===== config.mk =====
export PLATFORM = sky130hd
export DESIGN_NAME = dread_tracker
export DESIGN_NICKNAME = d
export VERILOG_FILES = /design/src/rtl/dread_pkg.sv /design/src/rtl/dread_match.sv /design/src/rtl/dread_timer.sv /design/src/rtl/dread_ctrl.sv /design/src/rtl/dread_tracker.sv
export SDC_FILE = /design/constraint.sdc
export NUM_CORES = 1
export LEC_CHECK = 0
export ABC_AREA = 0
export ABC_CLOCK_PERIOD_IN_PS = 2000
export BUFFER_PORTS_ARGS = -buffer_cell sky130_fd_sc_hd__buf_2
export CORE_AREA = 4 4 104 106
export CTS_CLUSTER_SIZE = 30
export DETAILED_ROUTE_END_ITERATION = 6
export DIE_AREA = 0 0 108 110
export MAX_ROUTING_LAYER = met4
export PLACE_DENSITY_LB_ADDON = 0.25
export SLEW_MARGIN = 25
export SYNTH_ARGS = -nofsm -noshare
export SYNTH_HDL_FRONTEND = slang
export SYNTH_SLANG_ARGS = --single-unit

===== constraint.sdc =====
create_clock -name clk -period 2 [get_ports clk]
set_input_delay 0.4 -clock clk [delete_from_list [all_inputs] [get_ports clk]]
set_output_delay 0.4 -clock clk [all_outputs]
set_load 0.01 [all_outputs]

===== src/rtl/dread_pkg.sv =====
package dread_pkg;
    typedef enum logic [1:0] {
        ST_IDLE  = 2'd0,
        ST_FETCH = 2'd1,
        ST_READY = 2'd2
    } dr_state_e;

    localparam int CTRL_HOLD_BIT = 0;
    localparam int CTRL_IRQ_BIT  = 1;
endpackage


===== src/rtl/dread_match.sv =====
module dread_match #(
    parameter int ADDR_W = 32,
    parameter int CMD_W  = 4
) (
    input  logic              clk,
    input  logic              rst_n,
    input  logic              capture,
    input  logic              cmp_valid,
    input  logic [ADDR_W-1:0] in_addr,
    input  logic [CMD_W-1:0]  in_cmd,
    output logic              hit,
    output logic [ADDR_W-1:0] lat_addr,
    output logic [CMD_W-1:0]  lat_cmd
);
    typedef struct packed {
        logic [ADDR_W-1:0] addr;
        logic [CMD_W-1:0]  cmd;
    } tag_t;

    tag_t tag_d, tag_q;

    always_comb begin
        tag_d = tag_q;
        if (capture) begin
            tag_d.addr = in_addr;
            tag_d.cmd  = in_cmd;
        end
    end

    always_ff @(posedge clk) begin
        if (!rst_n) tag_q <= '0;
        else        tag_q <= tag_d;
    end

    assign hit      = cmp_valid && (in_addr == tag_q.addr) && (in_cmd == tag_q.cmd);
    assign lat_addr = tag_q.addr;
    assign lat_cmd  = tag_q.cmd;

    // a capture must be visible on the latched tag one edge later
    a_r1_tag_capture: assert property (@(posedge clk) disable iff (!rst_n)
        capture |=> (lat_addr == $past(in_addr)) && (lat_cmd == $past(in_cmd)));
endmodule


===== src/rtl/dread_timer.sv =====
module dread_timer #(
    parameter int              TMR_W       = 16,
    parameter logic [TMR_W-1:0] PRELOAD_RST = 32
) (
    input  logic             clk,
    input  logic             rst_n,
    input  logic             pre_we,
    input  logic [TMR_W-1:0] pre_wdata,
    input  logic             load,
    input  logic             run,
    output logic [TMR_W-1:0] preload_q,
    output logic [TMR_W-1:0] count_q,
    output logic             zero
);
    typedef struct packed {
        logic [TMR_W-1:0] pre;
        logic [TMR_W-1:0] cnt;
    } tmr_t;

    tmr_t t_d, t_q;

    always_comb begin
        t_d = t_q;
        if (pre_we) t_d.pre = pre_wdata;
        if (load) begin
            t_d.cnt = t_q.pre;
        end else if (run && (t_q.cnt != '0)) begin
            t_d.cnt = t_q.cnt - 1'b1;
        end
    end

    always_ff @(posedge clk) begin
        if (!rst_n) begin
            t_q.pre <= PRELOAD_RST;
            t_q.cnt <= '0;
        end else begin
            t_q <= t_d;
        end
    end

    assign preload_q = t_q.pre;
    assign count_q   = t_q.cnt;
    assign zero      = (t_q.cnt == '0);

    a_r3_load_preload: assert property (@(posedge clk) disable iff (!rst_n)
        load |=> (count_q == $past(preload_q)));

    a_r3_count_step: assert property (@(posedge clk) disable iff (!rst_n)
        (run && !load && (count_q != '0)) |=> (count_q == $past(count_q) - 1'b1));

    a_r11_preload_write: assert property (@(posedge clk) disable iff (!rst_n)
        pre_we |=> (preload_q == $past(pre_wdata)));
endmodule


===== src/rtl/dread_ctrl.sv =====
module dread_ctrl (
    input  logic       clk,
    input  logic       rst_n,
    input  logic       ctrl_we,
    input  logic [1:0] ctrl_wdata,
    input  logic       clr_w1c,
    input  logic       set_discard,
    output logic       hold_q,
    output logic       irqen_q,
    output logic       sticky_q,
    output logic       irq
);
    import dread_pkg::*;

    typedef struct packed {
        logic hold;
        logic irqen;
        logic sticky;
    } ctl_t;

    ctl_t c_d, c_q;

    always_comb begin
        c_d = c_q;
        if (ctrl_we) begin
            c_d.hold  = ctrl_wdata[CTRL_HOLD_BIT];
            c_d.irqen = ctrl_wdata[CTRL_IRQ_BIT];
        end
        if (set_discard)  c_d.sticky = 1'b1;
        else if (clr_w1c) c_d.sticky = 1'b0;
    end

    always_ff @(posedge clk) begin
        if (!rst_n) c_q <= '0;
        else        c_q <= c_d;
    end

    assign hold_q   = c_q.hold;
    assign irqen_q  = c_q.irqen;
    assign sticky_q = c_q.sticky;
    assign irq      = c_q.sticky && c_q.irqen;

    a_r8_set_wins: assert property (@(posedge clk) disable iff (!rst_n)
        set_discard |=> sticky_q);

    a_r8_clear: assert property (@(posedge clk) disable iff (!rst_n)
        (clr_w1c && !set_discard) |=> !sticky_q);

    a_r9_irq_gated: assert property (@(posedge clk) disable iff (!rst_n)
        !irqen_q |-> !irq);
endmodule


===== src/rtl/dread_tracker.sv =====
module dread_tracker #(
    parameter int               ADDR_W      = 32,
    parameter int               CMD_W       = 4,
    parameter int               DATA_W      = 32,
    parameter int               TMR_W       = 16,
    parameter logic [TMR_W-1:0] PRELOAD_RST = 32
) (
    input  logic              clk,
    input  logic              rst_n,
    input  logic              req_valid,
    input  logic              req_read,
    input  logic [ADDR_W-1:0] req_addr,
    input  logic [CMD_W-1:0]  req_cmd,
    output logic              rsp_retry,
    output logic              rsp_done,
    output logic [DATA_W-1:0] rsp_data,
    output logic              fetch_req,
    output logic [ADDR_W-1:0] fetch_addr,
    output logic [CMD_W-1:0]  fetch_cmd,
    input  logic              fetch_ack,
    input  logic [DATA_W-1:0] fetch_data,
    output logic              pending,
    input  logic              pre_we,
    input  logic [TMR_W-1:0]  pre_wdata,
    output logic [TMR_W-1:0]  pre_rdata,
    output logic [TMR_W-1:0]  tmr_count,
    input  logic              ctrl_we,
    input  logic [1:0]        ctrl_wdata,
    output logic [1:0]        ctrl_rdata,
    input  logic              sts_w1c,
    output logic              discard_sts,
    output logic              discard_irq
);
    import dread_pkg::*;

    typedef struct packed {
        dr_state_e         st;
        logic [DATA_W-1:0] data;
    } trk_t;

    trk_t cur_q, nxt_d;

    logic hit, capture, load, set_disc, tmr_zero, hold_q, irqen_q;

    dread_match #(.ADDR_W(ADDR_W), .CMD_W(CMD_W)) u_match (
        .clk       (clk),
        .rst_n     (rst_n),
        .capture   (capture),
        .cmp_valid (req_valid),
        .in_addr   (req_addr),
        .in_cmd    (req_cmd),
        .hit       (hit),
        .lat_addr  (fetch_addr),
        .lat_cmd   (fetch_cmd)
    );

    dread_timer #(.TMR_W(TMR_W), .PRELOAD_RST(PRELOAD_RST)) u_timer (
        .clk       (clk),
        .rst_n     (rst_n),
        .pre_we    (pre_we),
        .pre_wdata (pre_wdata),
        .load      (load),
        .run       (cur_q.st == ST_READY),
        .preload_q (pre_rdata),
        .count_q   (tmr_count),
        .zero      (tmr_zero)
    );

    dread_ctrl u_ctrl (
        .clk         (clk),
        .rst_n       (rst_n),
        .ctrl_we     (ctrl_we),
        .ctrl_wdata  (ctrl_wdata),
        .clr_w1c     (sts_w1c),
        .set_discard (set_disc),
        .hold_q      (hold_q),
        .irqen_q     (irqen_q),
        .sticky_q    (discard_sts),
        .irq         (discard_irq)
    );

    always_comb begin
        nxt_d     = cur_q;
        rsp_retry = 1'b0;
        rsp_done  = 1'b0;
        capture   = 1'b0;
        load      = 1'b0;
        set_disc  = 1'b0;
        case (cur_q.st)
            ST_IDLE: begin
                if (req_valid && req_read) begin
                    capture   = 1'b1;
                    rsp_retry = 1'b1;
                    nxt_d.st  = ST_FETCH;
                end
            end
            ST_FETCH: begin
                rsp_retry = req_valid;
                if (fetch_ack) begin
                    load       = 1'b1;
                    nxt_d.data = fetch_data;
                    nxt_d.st   = ST_READY;
                end
            end
            ST_READY: begin
                if (tmr_zero) begin
                    set_disc  = 1'b1;
                    rsp_retry = req_valid;
                    nxt_d.st  = ST_IDLE;
                end else if (hit) begin
                    rsp_done = 1'b1;
                    nxt_d.st = ST_IDLE;
                end else if (req_valid) begin
                    rsp_retry = 1'b1;
                    if (!hold_q) nxt_d.st = ST_IDLE;
                end
            end
            default: nxt_d.st = ST_IDLE;
        endcase
    end

    always_ff @(posedge clk) begin
        if (!rst_n) begin
            cur_q.st   <= ST_IDLE;
            cur_q.data <= '0;
        end else begin
            cur_q <= nxt_d;
        end
    end

    assign rsp_data   = cur_q.data;
    assign fetch_req  = (cur_q.st == ST_FETCH);
    assign pending    = (cur_q.st != ST_IDLE);
    assign ctrl_rdata = {irqen_q, hold_q};

    a_r1_fetch_follows: assert property (@(posedge clk) disable iff (!rst_n)
        (!pending && req_valid && req_read) |=> (fetch_req && (fetch_addr == $past(req_addr))));

    a_r2_retry_in_fetch: assert property (@(posedge clk) disable iff (!rst_n)
        (fetch_req && req_valid) |-> (rsp_retry && !rsp_done));

    a_r4_done_frees: assert property (@(posedge clk) disable iff (!rst_n)
        rsp_done |=> !pending);

    a_r4_resp_exclusive: assert property (@(posedge clk) disable iff (!rst_n)
        $onehot0({rsp_retry, rsp_done}));

    a_r5_expiry_drops: assert property (@(posedge clk) disable iff (!rst_n)
        ((cur_q.st == ST_READY) && tmr_zero) |=> (!pending && discard_sts));

    a_r6_mismatch_drop: assert property (@(posedge clk) disable iff (!rst_n)
        ((cur_q.st == ST_READY) && !tmr_zero && req_valid && !hit && !hold_q) |=> !pending);

    a_r7_mismatch_hold: assert property (@(posedge clk) disable iff (!rst_n)
        ((cur_q.st == ST_READY) && !tmr_zero && req_valid && !hit && hold_q) |=> pending);

    a_r12_idle_nonread: assert property (@(posedge clk) disable iff (!rst_n)
        (!pending && req_valid && !req_read) |-> (!rsp_retry && !rsp_done));
endmodule


## Yosys cells after proc, flatten, opt, wreduce, memory -nomap -nowiden

Cells that the tools add are included.

- Register bits: 105
- Logic and storage cells: 55

- Add/subtract/negate cells: 1
- Eq/ne operators: 8
- Multiplexer cells: 24
- Reductions and logical operators: 13

Operators with widths:

| kind | number |
|---|---|
| 34-bit 2-to-1 mux | 1 |
| 32-bit equality test | 1 |
| 16-bit 2-to-1 mux | 2 |
| 16-bit zero test | 1 |
| 16-bit nonzero test | 1 |
| 16-bit by 1-bit subtractor with 16-bit output, second input constant | 1 |
| 1-bit 2-to-1 mux | 14 |
| 2-bit 2-to-1 mux | 5 |
| 4-bit != test, second input constant | 2 |
| 2-bit case mux with 3 select lines | 1 |
| 2-bit nonzero test | 3 |
| 1-bit logical AND | 5 |
| 4-bit equality test | 1 |
| 4-bit AND reduction | 1 |
| 1-bit case mux with 3 select lines | 1 |
| 2-bit by 1-bit equality test with 1-bit output, second input constant | 1 |
| 2-bit equality test, second input constant | 1 |
| 2-bit zero test | 1 |
| 2-bit by 1-bit != test with 1-bit output, second input constant | 1 |
| 2-bit != test, second input constant | 1 |
| 2-bit AND reduction | 1 |

## Depth between registers and ports, before layout

- Word-level depth: 6
- Gate-level depth with buffers: 7
- Gate-level depth less buffers: 7

## Cells and area by module

From an unflattened synthesis, not the netlist that was laid out.

- Cells, all modules: 544
- Area, all modules: 5053.6 sq um

Modules (own cells, without submodules):

| module | instances | cells an instance | area an instance (sq um) | seq. area each (sq um) |
|---|---|---|---|---|
| dread_match | 1 | 164 | 1745.4 | 720.7 |
| dread_tracker | 1 | 195 | 1637.8 | 680.7 |
| dread_timer | 1 | 175 | 1557.7 | 640.6 |
| dread_ctrl | 1 | 10 | 112.6 | 60.1 |

## Least setup slack after synthesis

Ideal clock, no wire load.

- Path kind: input-to-output
- From: input req_addr[2]
- To: output rsp_done
- Arrival time: 1.521 ns
- Slack: 0.079 ns
- Stages on the path: 4
- Cell sequence: xor2_1 > or4_1 > nor4_1 > and2_1

- Longest elaborated chain between the ends: 6

Ends and longest elaborated chain:

| element | RTL line | source |
|---|---|---|
| start, declared | dread_tracker.sv:12 | `input logic [ADDR_W-1:0] req_addr,` |
| 32-bit equality test | dread_match.sv:35 | `assign hit = cmp_valid && (in_addr == tag_q.addr) && (in_cmd == tag_q.cmd);` |
| 1-bit logical AND (2 in a row) | dread_match.sv:35 |  |
| 1-bit 2-to-1 mux | dread_tracker.sv:110 | `end else if (hit) begin` |
| 1-bit 2-to-1 mux | dread_tracker.sv:106 | `if (tmr_zero) begin` |
| 1-bit 2-to-1 mux | dread_tracker.sv:89 | `case (cur_q.st)` |
| end, declared | dread_tracker.sv:15 | `output logic rsp_done,` |

No other way between the ends.

## Worst setup path after layout

- From: register u_match.tag_q, in the netlist u_match.lat_addr[10]
- To: output rsp_retry

- Longest elaborated chain between the ends: 6

Ends and longest elaborated chain:

| element | RTL line | source |
|---|---|---|
| start, declared | dread_match.sv:20 | `tag_t tag_d, tag_q;` |
| start signal, assigned | dread_match.sv:32 | `else tag_q <= tag_d;` |
| 32-bit equality test | dread_match.sv:35 |  |
| 1-bit logical AND (2 in a row) | dread_match.sv:35 |  |
| 1-bit 2-to-1 mux | dread_tracker.sv:110 |  |
| 1-bit 2-to-1 mux | dread_tracker.sv:106 |  |
| 1-bit case mux with 3 select lines | dread_tracker.sv:89 |  |
| end, declared | dread_tracker.sv:14 | `output logic rsp_retry,` |

No other way between the ends.

==> impl_results.md <==
* Status: finished with violations
* Failing checks: setup timing
* Final setup margin at -523 ps
* Initial antenna violation count at 0
* Area leader, netlist: dfxtp_1
* Row count at 36
* Initial drt markers at 280
* Yosys cell types at 41
* DRC violations left at 0
* # diodes at 0
* Leak Pwr at 2.90 nW
* Worst EP arrival at 2120 ps
* Tot GR Track Use at 21.9%
* Routed WL per cell at 14.1 µm
* #FFs+latches synth at 105
* Max-cap violation count at 0
* Fmax at 0.396 GHz
* DIE HEIGHT at 110 µm
* Tmin final at 2520 ps
* Vias in the first global route at 4385
* Max-slew violations at 0
* Largest net degree at the start of global routing at 46
* HP Class: in -> reg
* Hold Fails Final Rpt at 0
* Met1 usage at 25.6%
* Total wire length at 12800 µm
* Top_reg_cell synth: dfxtp_1
* Area Overhead vs Synth at 29.9%
* # H-tree levels at 3
* CTS buffer count at 9
* Post-synthesis sequential area ratio at 44.8%
* RSZ-0062 raised after global routing: true
* DP Area at 5860 µm²
* Relative slew slack at 66.0%
* Syn_nets at 671
* Ys async rst share at 0%
* First-pass GRT wire length at 20300 µm
* Final core utilization at 62.4%
* Avg Inst Size Synth at 8.15 µm²
* Power Density at 670 nW/µm²
* Worst-skew pair later-pin latency at 350 ps
* Mapped Cells at 576
* Least-Margin Pin Slew at 510 ps
* Design area at 6100 µm²
* Global route overflow at 0
* TritonCTS clock tree: yes
* Nets at 865
* Post-synth top area share at 44.8%
* Vias/cell at 5.06
* Post-DRT Antenna Nets at 0
* Period utilisation layout at 126%
* Detailed placement HPWL at 9750 µm
* Post-synth EDFFs at 0
* Fraction of layout cells with a size suffix above 1 at 37.3%
* Die X at 108 µm
* Grt met2 use at 36.9%
* Initial Utilization at 48.0%
* Busiest layer in global routing: met2
* CP Capture Type: primary output
* Worst-path fanout max at 3
* CTS root buffer: clkbuf_8
* Commonest cells after routing, fill and taps aside: 200 x buf_2, 155 x nand2_1, 100 x dfxtp_1
* Post-Syn Area at 4690 µm²
* Routed via count at 4598
* Die ar. at 11900 µm²
* Ranking of synthesized cells by area: dfxtp_1 45%, nand2_1 12%, a21oi_1 9.0%
* VDD IR-drop max at 0.000382 V
* Gpl congestion at 0.849
* CP Class: reg -> out
* Skew final at 7.19 ps
* CTS sink cnt at 105
* WHS at 256 ps
* Commonest non-fill, non-tap cell in the layout: buf_2
* Core Area at 9770 µm²
* TritonRoute pass-1 iters at 4
* Clock-pin slew on the worst setup and hold paths at 100 ps
* Final Setup Violations at 2
* Ports at 202
* Data required time of the worst path at 1600 ps
* Number of port buffers at 201
* Post-place setup slack at -398 ps
* Clock buffer depth at 2
* Startpoint types: flip-flop
* Tot Pwr at 4.08 mW
* M3 GR Usage at 4.08%
* R2R Setup Slk at 140 ps
* Synthesis warning total at 0
## kinds of logic (layout without fill, tap and decap cells)
logic type               Yosys count  count (layout)  synth area share [%]
adder cells (fa/ha/maj)            1               1                 0.266
XOR/XNOR                          34              34                  6.34
AO/OA/AOI/OAI                    116             116                  14.5
multiplexers                      18              18                  3.84
AND/OR/NAND/NOR                  229             229                  21.6
buffers and inverters             73             272                  8.66
flip-flops                       105             105                  44.8
## worst paths after layout
path / from / endpoint / cells past startpoint
worst max register to register: u_timer.count_q[0] / cur_q[33] / 9
worst max-delay path: u_match.lat_addr[10] / rsp_retry / 8
worst min-delay path: pre_wdata[5] / u_timer.preload_q[5] / 3
worst min register to register: rsp_data[28] / rsp_data[28] / 2
## area by class of cell
cell class | count | area, µm²
fill | 928 | 3680
multi-input combinational | 398 | 2220
sequential | 105 | 2110
timing repair buffer | 248 | 1390
tap | 133 | 166
clock buffer | 13 | 159
inverter | 8 | 30.0
clock inverter | 3 | 25.0
## critical path: stages, from the launching register on
cell,delay [ps]
dfxtp_2,340
xor2_1,170
nor4_2,260
buf_4,150
nand4_1,100
nor4_2,330
buf_4,170
a31oi_1,80
buf_2,160
## Yosys cell counts, types with 2 or more instances
cell       instances
inv_1              8
o221ai_1           2
nor4_1            10
nand3_1            7
nand2_1          155
mux2i_1           18
clkbuf_1          27
dfxtp_1          105
or3_1              3
o21ai_0            3
and2_1             3
a31oi_1            8
nand2b_1           2
xor2_1            34
nor3_1             2
or2_2              4
nand4_1            4
a221oi_1           2
buf_4             34
buf_2              4
a2bb2oi_1          2
nor2_1            26
a21oi_1           84
o211ai_1           6
o311ai_0           3
or4_1              3
nor4_2             3
## flip-flops by register name, summed over array words and instances, names as in the netlist
register,flops
rsp_data,32
u_match.lat_addr,32
u_timer.count_q,16
u_timer.preload_q,16
u_match.lat_cmd,4
cur_q,2
u_ctrl.hold_q,1
u_ctrl.irqen_q,1
u_ctrl.sticky_q,1
## repair_timing
item | 4_1_cts | 5_1_grt
setup buffers | 2 | 0
gates resized for setup | 8 | 3
pin swaps | 5 | 2
setup endpoints to repair | 2 | 2
hold buffers | 0 | 0
## power breakdown
group | switching (mW) | internal, mW | total [mW]
Clock | 0.694 | 0.528 | 1.22
Sequential | 0.0595 | 2.17 | 2.23
Combinational | 0.344 | 0.288 | 0.632
## metrics by stage
step | setup TNS [ps] | std cells
detailed placement | -796 | 890
finish | -1040 | 908
floorplan | 0 | 576
global placement | -574 | 890
global route | -1410 | 908
CTS | -1040 | 908
## per-layer routing
layer  routed length (µm)  vias to the layer above  part of all wire (%)
li1                     -                     2290                     -
met2                 6490                      166                    51
met3                  863                       33                   6.7
met1                 5070                     2109                    40
met4                  395                        0                   3.1
met5                    0                        -                     0
No activity file was read; power rests on OpenSTA's default activity.
